`config.mk`:
```
export PLATFORM = sky130hd
export DESIGN_NAME = ts_stream_gen
export DESIGN_NICKNAME = d
export VERILOG_FILES = /design/src/rtl/ts_stream_gen.sv
export SDC_FILE = /design/constraint.sdc
export NUM_CORES = 1
export LEC_CHECK = 0
export ABC_AREA = 1
export BUFFER_PORTS_ARGS = -buffer_cell sky130_fd_sc_hd__buf_4
export CAP_MARGIN = 40
export CORE_MARGIN = 4
export CORE_UTILIZATION = 54
export CTS_BUF_LIST = sky130_fd_sc_hd__clkbuf_16
export CTS_CLUSTER_DIAMETER = 200
export DETAILED_ROUTE_END_ITERATION = 10
export GPL_TIMING_DRIVEN = 1
export PLACE_DENSITY = 0.77
export SETUP_SLACK_MARGIN = 0.2
export SLEW_MARGIN = 20
export SYNTH_ARGS = -nofsm -noshare
export SYNTH_HDL_FRONTEND = slang
export SYNTH_SLANG_ARGS = --single-unit
```
`constraint.sdc`:
```
create_clock -name clk -period 1.7 [get_ports clk]
set_input_delay 0.255 -clock clk [delete_from_list [all_inputs] [get_ports clk]]
set_output_delay 0.255 -clock clk [all_outputs]
set_load 0.01 [all_outputs]
```
`src/rtl/ts_stream_gen.sv`:
```
module ts_stream_gen #(
  parameter int         PKT_LEN    = 188,
  parameter logic [7:0] SYNC_BYTE  = 8'h47,
  parameter int         GAP_W      = 8,
  parameter int         SPARSE_GAP = 4
) (
  input  logic             clk,
  input  logic             rst_n,
  input  logic             enable,
  input  logic             sparse_mode,
  input  logic             count_mode,
  input  logic             gap_alt,
  input  logic [GAP_W-1:0] burst_gap,
  output logic             ts_valid,
  output logic             ts_sop,
  output logic             ts_err,
  output logic [7:0]       ts_data
);

  localparam int IDX_W = $clog2(PKT_LEN);
  localparam int SG_W  = $clog2(SPARSE_GAP + 2);
  localparam int CNT_W = (GAP_W > SG_W) ? GAP_W : SG_W;

  typedef enum logic [1:0] {S_IDLE, S_BYTE, S_GAP} st_t;

  st_t              st;
  logic [IDX_W-1:0] idx;
  logic [7:0]       seq;
  logic [7:0]       cnt;
  logic [CNT_W-1:0] gap_cnt;
  logic             m_sparse;
  logic             m_count;
  logic             phase;

  wire last = (idx == IDX_W'(PKT_LEN - 1));
  wire boundary = (st == S_IDLE) || (st == S_BYTE && last);
  wire [CNT_W-1:0] burst_len =
    (burst_gap == '0) ? '0 : CNT_W'(burst_gap - GAP_W'(1));
  wire [CNT_W-1:0] sparse_len =
    CNT_W'(SPARSE_GAP - 1) + CNT_W'(gap_alt & phase);

  assign ts_valid = (st == S_BYTE);
  assign ts_sop   = ts_valid && (idx == '0);
  assign ts_err   = 1'b0;
  assign ts_data  = m_count ? cnt :
                    (idx == '0) ? SYNC_BYTE : seq + 8'(idx);

  always_ff @(posedge clk or negedge rst_n) begin
    if (!rst_n) begin
      st       <= S_IDLE;
      idx      <= '0;
      seq      <= '0;
      cnt      <= '0;
      gap_cnt  <= '0;
      m_sparse <= 1'b0;
      m_count  <= 1'b0;
      phase    <= 1'b0;
    end else begin
      if (boundary) begin
        m_sparse <= sparse_mode;
        m_count  <= count_mode;
      end
      case (st)
        S_IDLE: begin
          idx   <= '0;
          phase <= 1'b0;
          if (enable) st <= S_BYTE;
        end
        S_BYTE: begin
          if (m_count) cnt <= cnt + 8'd1;
          if (last) begin
            idx <= '0;
            seq <= seq + 8'd1;
          end else begin
            idx <= idx + IDX_W'(1);
          end
          phase <= ~phase;
          if (!enable) begin
            st <= S_IDLE;
          end else if (m_sparse) begin
            st      <= S_GAP;
            gap_cnt <= sparse_len;
          end else if (last) begin
            st      <= S_GAP;
            gap_cnt <= burst_len;
          end
        end
        S_GAP: begin
          if (!enable)              st <= S_IDLE;
          else if (gap_cnt == '0)   st <= S_BYTE;
          else                      gap_cnt <= gap_cnt - CNT_W'(1);
        end
        default: st <= S_IDLE;
      endcase
    end
  end

endmodule

```
======== After elaboration in Yosys (flattened, before gate mapping) ========
Index checks and enable logic that the tools add are counted.
storage, ports and cells
  bits in read-only memories .............. 0
  bits of input ports ..................... 14
  memories ................................ 0
  output and inout port bits .............. 11
  register bits after elaboration ......... 37
  RAM bits ................................ 0
  latch bits .............................. 0
cells by class
  shift-type cells ........................ 0
  $mul .................................... 0
  mux-type cells .......................... 19
  add/sub/neg operators ................... 7
  bitwise gates (word level) .............. 2
  equality and inequality tests ........... 10
  reduce and logical (&&, ||, !) cells .... 13
  divide/modulo/power cells ............... 0
  $lt $le $gt $ge ......................... 0
operator list
  kind                   number
  $mux W8                9
  $pmux W8 S2            2
  $add A8 B1 Y8 const B  3
  $logic_not A8 Y1       3
  $sub A8 B1 Y8 const B  2
  $mux W2                6
  $add A8 B8 Y8          1
  $eq A8 B8 Y1 const B   1
  $ne A2 B2 Y1 const B   4
  $pmux W2 S3            1
  $reduce_and A5 Y1      1
  $ne A4 B2 Y1 const B   1
  $reduce_and A2 Y1      2
  $reduce_bool A2 Y1     2
  $add A2 B1 Y3 const A  1
  $ne A3 B1 Y1 const B   1
  $ne A3 B3 Y1 const B   1
  $reduce_and A3 Y1      1
  $eq A2 B1 Y1 const B   1
  $eq A2 B2 Y1 const B   1
  $logic_and A1 B1 Y1    2
  $logic_not A2 Y1       1
  $pmux W1 S2            1
  $and A1 B1 Y1          1
  2 further kinds        2

======== Longest topological paths before layout ========
  depth in word-level cells ............... 6
  mapped depth ............................ 10
  mapped depth without buffers ............ 10

======== Least setup slack after synthesis ========
OpenSTA, ideal clock, no wires.
  path type ............................... register -> output
  start point ............................. register seq[0]
  end point ............................... output port ts_data[6]
  required time ........................... 1,445 ps
  data arrival time ....................... 1,480 ps
  buffers on the path ..................... 0
  cell stages (with the launch flop) ...... 11
  slack ................................... -35 ps
  path through ............................ dfrtp_1 -> ha_1 -> inv_1 -> fa_1 -> inv_1 -> nand4_1 -> nand3_1 -> nand2_1 -> nand3_1 -> nand2_1 -> inv_1
on the way
  cells in the longest elaborated chain, start to end .. 3
ends and longest elaborated chain
  what                    RTL line  source
  start, declared         28        logic [7:0] seq;
  start signal, assigned  73        seq <= seq + 8'd1;
  $add A8 B8 Y8           46        (idx == '0) ? SYNC_BYTE : seq + 8'(idx);
  $mux W8                 46
  $mux W8                 45        assign ts_data = m_count ? cnt :
  end, declared           17        output logic [7:0] ts_data
Every way passes these cells.

======== Worst setup path in the final report ========
Ends and elaborated chain as after synthesis.

==> summary.md <==
| Metric | Value |
|---|---|
| CP endpoint kind | output port |
| CTS clock-pin slew for the worst setup and hold paths | 60 ps |
| CTS tree | done |
| Worst path required time | 1440 ps |
| Final WL | 8110 µm |
| WL met3 | 256 µm |
| Synthesized flop and latch total | 37 |
| Worst EP arrival | 1940 ps |
| Total power draw | 4.39 mW |
| Largest net degree at the start of global routing | 38 |
| Final Skew | 6.01 ps |
| Max Freq | 0.455 GHz |
| Initial antenna violation count | 0 |
| Final net count | 470 |
| Clk buf depth | 2 |
| Max-Cap Viols | 0 |
| Rows | 25 |
| Final Hold Viols | 0 |
| Final instance area | 0.00382 mm² |
| Number of flops mapped to enable cells by yosys | 0 |
| Count leader, synth | nand2_1 |
| Number of global-route vias before repair | 2526 |
| Post-DRT Antenna Nets | 0 |
| Chip width | 77.9 µm |
| Final setup margin | -499 ps |
| # clock sinks | 37 |
| CP Class | flip-flop to output port |
| Initial cell density of the core | 0.558 |
| Non-filler cells, final | 508 |
| Via density | 5.44 |
| HP Class | input port to flip-flop |
| Share of layout cells above drive strength 1 | 0.365 |
| Clk Latency, worst-skew pair | 290 ps |
| Post-synthesis net count | 397 |
| Cell count after placement | 476 |
| Critical Path Fanout Max | 3 |
| # DRC | 0 |
| Unrepaired setup endpoints after global routing | yes |
| Mapped Cells | 367 |
| Synth top area share | 0.351 |
| Status | complete, but fails checks |
| Mapped Area | 0.00264 mm² |
| Ant diodes | 0 |
| Ys async rst share | 1.00 |
| Num CTS Buffers | 5 |
| Die Area | 0.00607 mm² |
| Die height | 77.9 µm |
| # H-tree levels | 2 |
| Total global-route track usage | 0.242 |
| Gpl congestion | 0.884 |
| Via Count | 2765 |
| Worst-Margin Slew | 502 ps |
| Area contributors post-synth | dfrtp_1 35%, nand2_1 17%, ha_1 7.1%, inv_1 6.3%, xor2_1 5.3% |
| Core footprint | 0.00472 mm² |
| Grt ovf | 0 |
| Commonest cells in the netlist | 120 x nand2_1, 44 x inv_1, 37 x dfrtp_1 |
| Yosys top cell by area | dfrtp_1 |
| First-pass DRT Iterations | 4 |
| Leak | 1.88 nW |
| Root Buffer | clkbuf_16 |
| YS warnings | 0 |
| Final setup violating endpoints | 15 |
| Wire length per cell | 16.0 µm |
| Area growth from synthesis to layout | 44.9% |
| Global-route wire length before repair | 11700 µm |
| Final Core Density | 0.809 |
| Power per cell area | 1150 mW/mm² |
| Startpoint Class | flip-flop |
| IO buf count | 23 |
| Area after DPL | 0.00312 mm² |
| WL met1 | 3230 µm |
| Seq/Total Area, Yosys | 0.351 |
| DP Wirelength | 4660 µm |
| Failing checks | setup timing |
| Detailed Route Iter0 Violations | 204 |
| Most used DFF post-synth | dfrtp_1 |
| Final Cycle Share | 1.29 |
| Worst vdd ir | 0.931 mV |
| WL met2 | 4290 µm |
| Final min period | 2200 ps |
| Top sig layer | met4 |
| Netlist cell types | 28 |
| Pins Over Slew Limit | 0 |
| Synthesized area per cell | 7.19 µm² |
| IO Pins | 25 |
| Slew margin rel. | 0.665 |
-- stage by stage --
| step | hold WS [ps] | setup slack [ps] | setup TNS (ps) |
|---|---|---|---|
| 2_1_floorplan | -40.6 | 28.1 | 0 |
| 3_3_place_gp | 244 | -53.0 | -62.3 |
| 3_5_place_dp | 251 | -107 | -264 |
| 4_1_cts | 177 | -350 | -2200 |
| 5_1_grt | 209 | -554 | -5020 |
| 6_report | 182 | -499 | -3510 |
-- cell type report --
| class | instances | area (µm²) |
|---|---|---|
| Clock buffer | 5 | 125 |
| Clock inverter | 3 | 17.5 |
| Inverter | 50 | 200 |
| Timing Repair Buffer | 66 | 554 |
| Multi-Input combinational cell | 280 | 1910 |
| Fill cell | 284 | 902 |
| Sequential cell | 37 | 935 |
| Tap cell | 67 | 83.8 |
-- path summary, 6_finish.rpt --
| kind | startpoint | end | slack [ps] | cells past startpoint |
|---|---|---|---|---|
| setup reg to reg | idx[0]$_DFFE_PN0P_ | seq[1]$_DFFE_PN0P_ | -60 | 12 |
| min in group asynchronous | rst_n | cnt[6]$_DFFE_PN0P_ | 480 | 2 |
| hold / removal | sparse_mode | m_sparse$_DFFE_PN0P_ | 180 | 3 |
| setup / recovery | seq[0]$_DFFE_PN0P_ | ts_data[6] | -500 | 11 |
| hold reg to reg | cnt[7]$_DFFE_PN0P_ | cnt[7]$_DFFE_PN0P_ | 470 | 1 |
| max in group asynchronous | rst_n | idx[4]$_DFFE_PN0P_ | 840 | 2 |
-- kinds of logic (layout without fill, tap and decap cells) --
group           Yosys count  after routing  share of synthesized area
simple gates            202            203                      0.336
flops                    37             37                      0.351
xor+xnor                 26             26                     0.0863
other cells               1              1                    0.00142
compound gates           34             34                     0.0716
buf+inv                  51            124                     0.0750
fa+ha+maj                16             16                     0.0787
-- flip-flops by register name (all words and copies together), names as in the netlist --
signal,cells
m_count,1
cnt,8
st,2
seq,8
idx,8
phase,1
gap_cnt,8
m_sparse,1
-- per-layer routing --
layer | track usage | vias up
li1 | - | 1317
met2 | 0.430 | 79
met3 | 0.0406 | 32
met1 | 0.285 | 1337
met5 | 0 | -
met4 | 0.109 | 0
-- critical path, cell delays in order, from the launching register on --
cell and delay (ps):
dfrtp_1 370, ha_2 200, inv_2 40, fa_2 370, inv_1 90, nand4_1 150, nand3_1 130, nand2_1 60
nand3_1 60, nand2_1 60, inv_2 50, buf_6 90
-- layout by cell type, fill, tap and decap left out, types with 2 or more instances in the layout --
| master | count |
|---|---|
| a21oi_1 | 2 |
| xnor2_1 | 8 |
| ha_4 | 7 |
| nor2_1 | 25 |
| nor2_2 | 5 |
| nand4_1 | 10 |
| inv_4 | 3 |
| nand3_1 | 19 |
| xnor2_2 | 2 |
| nand2_2 | 17 |
| o21bai_1 | 3 |
| buf_6 | 15 |
| o22ai_2 | 4 |
| ha_1 | 7 |
| nand2_1 | 97 |
| a21oi_2 | 2 |
| inv_2 | 8 |
| dfrtp_2 | 7 |
| nand3_2 | 3 |
| xor2_1 | 15 |
| clkbuf_16 | 5 |
| o21ai_0 | 8 |
| buf_4 | 50 |
| dfrtp_1 | 30 |
| nand3_4 | 3 |
| nor2_4 | 9 |
| o21ai_1 | 10 |
| nand2_4 | 7 |
| nor3_4 | 2 |
| inv_1 | 38 |
| nor3_1 | 3 |
| clkinv_2 | 2 |
-- power by group --
| part | switching [mW] | internal, mW | leakage, nW |
|---|---|---|---|
| combinational | 1.27 | 0.904 | 1.33 |
| clock | 0.377 | 0.538 | 0.0696 |
| sequential | 0.225 | 1.08 | 0.482 |
| total | 1.87 | 2.52 | 1.88 |
-- repair_timing --
action / in CTS / in global routing
hold buffers: 1 / 0
cloned: 1 / 0
setup endpoints to repair: 26 / 42
gates resized for setup: 41 / 69
pin swaps: 17 / 29
setup buffers: 7 / 15
endpoints found under the hold margin: 37 / 0
Power figures use the tool's default switching activity.
